===== src/rtl/ea_pkg.sv =====
package ea_pkg;
  localparam int unsigned WORD_W       = 32;
  localparam int unsigned NUM_GPR      = 8;
  localparam int unsigned GPR_IDX_W    = $clog2(NUM_GPR);
  localparam int unsigned OFF16_W      = 16;
  localparam int unsigned BYTE_W       = 8;
  localparam int unsigned DISP_BYTES   = WORD_W / BYTE_W;
  localparam int unsigned FOLLOW_BYTES = DISP_BYTES + 1;
  localparam int unsigned FOLLOW_W     = FOLLOW_BYTES * BYTE_W;
  localparam int unsigned LEN_W        = 3;

  typedef logic [WORD_W-1:0]    word_t;
  typedef logic [GPR_IDX_W-1:0] gidx_t;
  typedef logic [LEN_W-1:0]     len_t;

  typedef enum logic [1:0] {
    MOD_NODISP = 2'd0,
    MOD_DISP8  = 2'd1,
    MOD_DISPW  = 2'd2,
    MOD_REG    = 2'd3
  } mod_e;

  typedef struct packed {
    mod_e  mode;
    gidx_t reg_f;
    gidx_t rm;
  } modrm_t;

  typedef struct packed {
    logic [1:0] scale;
    gidx_t      index;
    gidx_t      base;
  } sib_t;

  localparam gidx_t GPR_BX = 3'd3;
  localparam gidx_t GPR_SP = 3'd4;
  localparam gidx_t GPR_BP = 3'd5;
  localparam gidx_t GPR_SI = 3'd6;
  localparam gidx_t GPR_DI = 3'd7;

  localparam gidx_t RM_SIB    = 3'd4;
  localparam gidx_t RM_DIR32  = 3'd5;
  localparam gidx_t RM_DIR16  = 3'd6;
  localparam gidx_t IDX_NONE  = 3'd4;
  localparam gidx_t BASE_NONE = 3'd5;

  localparam len_t LEN_BARE    = 3'd2;
  localparam len_t LEN_D8      = 3'd3;
  localparam len_t LEN_SIB     = 3'd3;
  localparam len_t LEN_D16     = 3'd4;
  localparam len_t LEN_SIB_D8  = 3'd4;
  localparam len_t LEN_D32     = 3'd6;
  localparam len_t LEN_SIB_D32 = 3'd7;
endpackage


===== src/rtl/ea_len_disp.sv =====
module ea_len_disp
  import ea_pkg::*;
(
  input  modrm_t                modrm_i,
  input  logic [FOLLOW_W-1:0]   follow_i,
  input  logic                  addr16_i,
  output logic                  has_sib_o,
  output logic                  base_none_o,
  output len_t                  len_o,
  output word_t                 disp_o
);
  logic [BYTE_W-1:0] fb [FOLLOW_BYTES];
  logic [BYTE_W-1:0] db [DISP_BYTES];
  sib_t              sib;
  logic [WORD_W-1:0] d8_sx, d16_sx, d32;

  for (genvar g = 0; g < FOLLOW_BYTES; g++) begin : g_fb
    assign fb[g] = follow_i[g*BYTE_W +: BYTE_W];
  end

  // displacement starts one byte later when SIB is present
  for (genvar g = 0; g < DISP_BYTES; g++) begin : g_db
    assign db[g] = has_sib_o ? fb[g+1] : fb[g];
  end

  assign sib = sib_t'(fb[0]);

  always_comb begin
    has_sib_o   = !addr16_i && (modrm_i.mode != MOD_REG) && (modrm_i.rm == RM_SIB);
    base_none_o = has_sib_o && (modrm_i.mode == MOD_NODISP) && (sib.base == BASE_NONE);
  end

  always_comb begin
    d8_sx  = {{(WORD_W-BYTE_W){db[0][BYTE_W-1]}}, db[0]};
    d16_sx = {{(WORD_W-2*BYTE_W){db[1][BYTE_W-1]}}, db[1], db[0]};
    d32    = {db[3], db[2], db[1], db[0]};
  end

  always_comb begin
    len_o  = LEN_BARE;
    disp_o = '0;
    if (addr16_i) begin
      unique case (modrm_i.mode)
        MOD_NODISP: if (modrm_i.rm == RM_DIR16) begin
          len_o  = LEN_D16;
          disp_o = d16_sx;
        end
        MOD_DISP8: begin
          len_o  = LEN_D8;
          disp_o = d8_sx;
        end
        MOD_DISPW: begin
          len_o  = LEN_D16;
          disp_o = d16_sx;
        end
        default: ;
      endcase
    end else begin
      unique case (modrm_i.mode)
        MOD_NODISP: begin
          if (has_sib_o) begin
            len_o = base_none_o ? LEN_SIB_D32 : LEN_SIB;
            if (base_none_o) disp_o = d32;
          end else if (modrm_i.rm == RM_DIR32) begin
            len_o  = LEN_D32;
            disp_o = d32;
          end
        end
        MOD_DISP8: begin
          len_o  = has_sib_o ? LEN_SIB_D8 : LEN_D8;
          disp_o = d8_sx;
        end
        MOD_DISPW: begin
          len_o  = has_sib_o ? LEN_SIB_D32 : LEN_D32;
          disp_o = d32;
        end
        default: ;
      endcase
    end
  end
endmodule


===== src/rtl/ea_off16.sv =====
module ea_off16
  import ea_pkg::*;
(
  input  modrm_t               modrm_i,
  input  logic [OFF16_W-1:0]   bx_i,
  input  logic [OFF16_W-1:0]   bp_i,
  input  logic [OFF16_W-1:0]   si_i,
  input  logic [OFF16_W-1:0]   di_i,
  input  logic [OFF16_W-1:0]   disp_i,
  output logic [OFF16_W-1:0]   off_o,
  output logic                 use_ss_o
);
  logic [OFF16_W-1:0] base_sum;

  always_comb begin
    unique case (modrm_i.rm)
      3'd0: base_sum = bx_i + si_i;
      3'd1: base_sum = bx_i + di_i;
      3'd2: base_sum = bp_i + si_i;
      3'd3: base_sum = bp_i + di_i;
      3'd4: base_sum = si_i;
      3'd5: base_sum = di_i;
      3'd6: base_sum = (modrm_i.mode == MOD_NODISP) ? '0 : bp_i;
      default: base_sum = bx_i;
    endcase
  end

  assign off_o = base_sum + disp_i;

  always_comb begin
    unique case (modrm_i.rm)
      3'd2, 3'd3: use_ss_o = 1'b1;
      3'd6:       use_ss_o = (modrm_i.mode != MOD_NODISP);
      default:    use_ss_o = 1'b0;
    endcase
  end
endmodule


===== src/rtl/ea_off32.sv =====
module ea_off32
  import ea_pkg::*;
(
  input  modrm_t                          modrm_i,
  input  sib_t                            sib_i,
  input  logic                            has_sib_i,
  input  logic                            base_none_i,
  input  logic [NUM_GPR-1:0][WORD_W-1:0]  gpr_i,
  input  word_t                           disp_i,
  output word_t                           off_o,
  output logic                            use_ss_o
);
  word_t base_val, idx_val;
  logic  direct;

  assign direct = !has_sib_i && (modrm_i.mode == MOD_NODISP) && (modrm_i.rm == RM_DIR32);

  always_comb begin
    if (has_sib_i) begin
      base_val = base_none_i ? '0 : gpr_i[sib_i.base];
      idx_val  = (sib_i.index == IDX_NONE) ? '0 : (gpr_i[sib_i.index] << sib_i.scale);
      use_ss_o = !base_none_i && ((sib_i.base == GPR_SP) || (sib_i.base == GPR_BP));
    end else begin
      base_val = direct ? '0 : gpr_i[modrm_i.rm];
      idx_val  = '0;
      use_ss_o = !direct && (modrm_i.rm == GPR_BP);
    end
  end

  assign off_o = base_val + idx_val + disp_i;
endmodule


===== src/rtl/modrm_addr_unit.sv =====
module modrm_addr_unit
  import ea_pkg::*;
(
  input  logic                          clk_i,
  input  logic                          rst_ni,
  input  logic                          valid_i,
  input  logic                          addr16_i,
  input  logic                          lea_i,
  input  logic                          byte_reg_i,
  input  logic [BYTE_W-1:0]             modrm_i,
  input  logic [FOLLOW_W-1:0]           follow_i,
  input  logic [NUM_GPR-1:0][WORD_W-1:0] gpr_i,
  input  logic [WORD_W-1:0]             ds_base_i,
  input  logic [WORD_W-1:0]             ss_base_i,
  output logic                          valid_o,
  output logic [WORD_W-1:0]             addr_o,
  output logic                          is_reg_o,
  output logic [GPR_IDX_W-1:0]          reg_idx_o,
  output logic                          reg_hi_o,
  output logic [LEN_W-1:0]              len_o
);
  modrm_t              mrm;
  sib_t                sib;
  logic                has_sib, base_none;
  len_t                len_c;
  word_t               disp;
  logic [OFF16_W-1:0]  off16;
  word_t               off32;
  logic                ss16, ss32, use_ss;
  word_t               seg, addr_c;
  logic                is_reg_c, hi_c;
  gidx_t               idx_c;
  logic                unused_reg_field;

  assign mrm = modrm_t'(modrm_i);
  assign sib = sib_t'(follow_i[BYTE_W-1:0]);
  assign unused_reg_field = ^mrm.reg_f;

  ea_len_disp u_len (
    .modrm_i     (mrm),
    .follow_i    (follow_i),
    .addr16_i    (addr16_i),
    .has_sib_o   (has_sib),
    .base_none_o (base_none),
    .len_o       (len_c),
    .disp_o      (disp)
  );

  ea_off16 u_off16 (
    .modrm_i  (mrm),
    .bx_i     (gpr_i[GPR_BX][OFF16_W-1:0]),
    .bp_i     (gpr_i[GPR_BP][OFF16_W-1:0]),
    .si_i     (gpr_i[GPR_SI][OFF16_W-1:0]),
    .di_i     (gpr_i[GPR_DI][OFF16_W-1:0]),
    .disp_i   (disp[OFF16_W-1:0]),
    .off_o    (off16),
    .use_ss_o (ss16)
  );

  ea_off32 u_off32 (
    .modrm_i     (mrm),
    .sib_i       (sib),
    .has_sib_i   (has_sib),
    .base_none_i (base_none),
    .gpr_i       (gpr_i),
    .disp_i      (disp),
    .off_o       (off32),
    .use_ss_o    (ss32)
  );

  always_comb begin
    use_ss = addr16_i ? ss16 : ss32;
    if (lea_i)       seg = '0;
    else if (use_ss) seg = ss_base_i;
    else             seg = ds_base_i;
  end

  always_comb begin
    is_reg_c = (mrm.mode == MOD_REG);
    hi_c     = 1'b0;
    idx_c    = mrm.rm;
    addr_c   = '0;
    if (is_reg_c) begin
      // byte regs 4..7 are the high bytes of regs 0..3
      if (byte_reg_i && mrm.rm[GPR_IDX_W-1]) begin
        hi_c  = 1'b1;
        idx_c = {1'b0, mrm.rm[GPR_IDX_W-2:0]};
      end
    end else begin
      addr_c = seg + (addr16_i ? {{(WORD_W-OFF16_W){1'b0}}, off16} : off32);
    end
  end

  always_ff @(posedge clk_i or negedge rst_ni) begin
    if (!rst_ni) begin
      valid_o   <= 1'b0;
      addr_o    <= '0;
      is_reg_o  <= 1'b0;
      reg_idx_o <= '0;
      reg_hi_o  <= 1'b0;
      len_o     <= '0;
    end else begin
      valid_o <= valid_i;
      if (valid_i) begin
        addr_o    <= addr_c;
        is_reg_o  <= is_reg_c;
        reg_idx_o <= is_reg_c ? idx_c : '0;
        reg_hi_o  <= hi_c;
        len_o     <= len_c;
      end
    end
  end
endmodule


===== config.mk =====
export PLATFORM = sky130hd
export DESIGN_NAME = modrm_addr_unit
export DESIGN_NICKNAME = d
export VERILOG_FILES = /design/src/rtl/ea_pkg.sv /design/src/rtl/ea_len_disp.sv /design/src/rtl/ea_off16.sv /design/src/rtl/ea_off32.sv /design/src/rtl/modrm_addr_unit.sv
export SDC_FILE = /design/constraint.sdc
export NUM_CORES = 1
export LEC_CHECK = 0
export CORE_MARGIN = 3
export CORE_UTILIZATION = 47
export DETAILED_ROUTE_END_ITERATION = 7
export MAX_ROUTING_LAYER = met4
export PLACE_DENSITY = 0.8
export SYNTH_ARGS = -nofsm -noshare
export SYNTH_HDL_FRONTEND = slang
export SYNTH_SLANG_ARGS = --single-unit

===== constraint.sdc =====
create_clock -name clk_i -period 0.85 [get_ports clk_i]
set_input_delay 0.17 -clock clk_i [delete_from_list [all_inputs] [get_ports clk_i]]
set_output_delay 0.17 -clock clk_i [all_outputs]
set_load 0.02 [all_outputs]

==> qor.csv <==
stage;metric;value;unit
timing;max-slew violations;0;
synthesis;most frequent cell after synthesis;sky130_fd_sc_hd__mux4_2;
routing;DRC violation total after the first TritonRoute iteration;2097;
synthesis;number of synthesized flops with an enable pin;0;
die;height of the chip;192.8;microns
timing;period utilisation layout;810.7;%
flow_run;count of maximum capacitance violations;0;
grt;number of global-route vias before repair;22110;
synthesis;netlist area before placement;0.01640;sq mm
grt;met3 GRT Util;9.846;%
die;overall die area;0.03718;sq mm
critical_path;Crit Path Class;input port to flip-flop;
run_status;violations in the final reports;setup timing;
timing;hold slack;0.2886;ns
cts;TritonCTS sink count;41;
grt;global-route wire length before repair;122.9;mm
pwr;power after layout;37.57;mW
finish;number of inserted filler cells in the final layout;1931;
synthesis;most area-consuming cells after synthesis;sky130_fd_sc_hd__mux4_2 (24%), sky130_fd_sc_hd__mux2i_1 (9.1%), sky130_fd_sc_hd__ha_1 (8.2%);
timing;relative slew slack;47.74;%
critical_path;Crit path buffers/inverters;5;
synthesis;number of distinct library cell variants in the gate-level netlist after synthesis;77;
timing;Fin Clk Skew;0;ns
worst_hold_path;HP Class;input port to flip-flop;
routing;per-cell routed wire length;26.33;microns
pwr;IR Drop Worst-Case VDD;1121;uV
grt;pin count of the biggest net entering global routing;61;
pwr;power per standard cell area;1332;mW/mm^2
critical_path;WP data required;1.02;ns
timing;slew at the pin closest to its max-slew limit;0.7783;ns
finish;register cell area after layout;0.001026;sq mm
synthesis;fraction of synthesis flops using an asynchronous set or reset pin;100.0;%
synthesis;Synth area leader;sky130_fd_sc_hd__mux4_2;
pwr;static leakage power;12.92;nW
die;I/O pin total;415;
synthesis;syn_nets;2340;
timing;upper clock frequency limit;0.1451;GHz
synthesis;Warnings, synthesis;0;
finish;area delta synth->final;71.97;%
routing;number of search-and-repair iterations in the first detailed-routing pass;6;
grt;GR met2 Demand/Resource;72.50;%
critical_path;Critical Path Start Type;input port;
run_status;status;complete, but fails checks;
synthesis;area share of the largest cell type after synthesis;24.17;%
timing;min cycle time layout;6.891;ns
cts;library cell used as clock root buffer;sky130_fd_sc_hd__clkbuf_16;
critical_path;cell with the largest stage delay on the worst path;sky130_fd_sc_hd__fa_1;
cts;Clock Latency Late Sink;0.30;ns
timing;final setup violation count;79;
grt;gr usage total;43.95;%
cts;clock input transition at the sequential cells of the worst setup and hold paths;0.07;ns
die;starting density of the core;48.31;%
finish;final net count;3385;
routing;Antenna Violating Nets Remaining;0;
cts;CTS Buf Count;5;
routing;DRC errors left;0;
critical_path;flop-to-flop setup slack;-0.18;ns
die;Die X;192.8;microns
finish;area of the multi-input gates;0.01567;sq mm
critical_path;top cell family by delay on the critical path;compound AO/OA/AOI/OAI gates;
timing;setup repair after global routing missed its margin;true;
place;hpwl dp;62.09;mm
die;core area;0.03395;sq mm
critical_path;most used cell, CP;sky130_fd_sc_hd__a21oi_1;
synthesis;mean instance size in the synthesized netlist;9.002;sq um
critical_path;capturing element type of the critical path;flip-flop;
synthesis;Synth top cells by count;sky130_fd_sc_hd__mux4_2 (176), sky130_fd_sc_hd__nor2_1 (151), sky130_fd_sc_hd__mux2i_1 (149);
die;floorplan row count;67;
grt;overflow left after global routing;0;
timing;worst-case setup margin in the final layout;-6.041;ns
routing;wire length reported by the detailed router;87.82;mm
critical_path;Max stage delay on crit path;0.57;ns
timing;final hold violation count;0;
grt;most congested layer reported by global routing;met2;
cts;maximum number of buffers from clock root to sink;2;
cts;clock tree from TritonCTS;done;
grt;antenna violations before repair;19;
synthesis;sequential element share of the synthesized area;6.255;%
routing;vias per cell;6.584;
synthesis;dominant synthesized flop cell;sky130_fd_sc_hd__dfrtp_1;
cts;depth of the CTS H-tree;2;
place;GP Congestion;1.009;
finish;layout cells sized above 1;44.11;%
grt;global-route met1 utilization;48.21;%
place;Placement Cell Area;0.02583;sq mm
place;count of input and output buffers;411;
critical_path;endpoint arrival time on the critical path;7.06;ns
synthesis;Synth Register Bits;41;
critical_path;highest net fanout along the worst path;4;
synthesis;cell count after synthesis;1822;
finish;Final Cell Area;0.02821;sq mm
routing;vias after detailed routing;21960;
-- layout make-up --
cell class,instances,share of cell area [%]
Antenna cell,19,0.1686
Clock buffer,6,0.4924
Clock inverter,2,0.1331
Inverter,104,1.402
Multi-Input combinational cell,1548,55.54
Sequential cell,41,3.637
Tap cell,448,1.987
Timing Repair Buffer,1167,36.64
-- state kept, by name, indices dropped and copies added (netlist names) --
signal / cells
addr_o: 32
len_o: 3
reg_idx_o: 3
is_reg_o: 1
reg_hi_o: 1
valid_o: 1
-- power by group --
group          switching, mW  total (mW)  leakage (nW)  internal [mW]
clock                  0.916        2.39        0.0832           1.47
sequential             0.615        3.18         0.520           2.57
combinational           15.2        32.0          12.3           16.8
-- metal layers --
metal  vias to the layer above  wire length, microns
met2                      1692                 40830
met4                         0                  7652
li1                       9176                     -
met5                         -                     0
met1                     10540                 29460
met3                       554                  9876
-- metrics by stage --
stage                     cells  util [%]  setup TNS (ns)  setup WS (ns)
after detailed placement   3210     76.08         -183.08         -6.357
after floorplan            1822         -         -144.28         -5.652
after global placement     3210     76.08         -179.86         -6.241
after CTS                  3288     80.98         -152.70         -5.603
final                      3335     83.08         -167.89         -6.041
after global routing       3333     83.07         -173.43         -6.190
-- cells by family after synthesis --
family	Yosys count	share of synthesized area, %
compound gates	487	20.54
xor+xnor	85	4.623
fa+ha+maj	144	12.63
buf+inv	233	5.408
flops	41	6.255
mux	390	37.72
simple gates	442	12.82
-- path summary, 6_finish.rpt --
kind                            start          to  cells after the start
max                        modrm_i[1]  addr_o[21]                     32
min                           valid_i     valid_o                      2
max reg2reg                 addr_o[7]   addr_o[7]                      3
min reg2reg                addr_o[26]  addr_o[26]                      2
max in group asynchronous      rst_ni    reg_hi_o                      3
min in group asynchronous      rst_ni  addr_o[23]                      3
-- cells in the final DEF (no fill, tap or decap), types with 37 or more instances in the layout --
master / instances
sky130_fd_sc_hd__buf_6: 89
sky130_fd_sc_hd__nor2b_1: 40
sky130_fd_sc_hd__mux2_2: 59
sky130_fd_sc_hd__mux4_2: 176
sky130_fd_sc_hd__dfrtp_1: 41
sky130_fd_sc_hd__a21oi_2: 37
sky130_fd_sc_hd__nor2_1: 135
sky130_fd_sc_hd__o21ai_0: 41
sky130_fd_sc_hd__nand2_1: 101
sky130_fd_sc_hd__a21o_1: 42
sky130_fd_sc_hd__xnor2_1: 46
sky130_fd_sc_hd__ha_1: 89
sky130_fd_sc_hd__mux2i_1: 145
sky130_fd_sc_hd__o22a_1: 59
sky130_fd_sc_hd__clkdlybuf4s50_1: 348
sky130_fd_sc_hd__inv_1: 98
sky130_fd_sc_hd__a21oi_1: 85
sky130_fd_sc_hd__buf_4: 686
-- timing repair --
item,in CTS,in global routing
cloned,3,2
resized for setup,463,92
endpoints found under the setup margin,81,80
hold endpoints to repair,41,0
pin swaps,146,70
hold buffers,1,0
buffers inserted,77,32
Power figures use the tool's default switching activity.
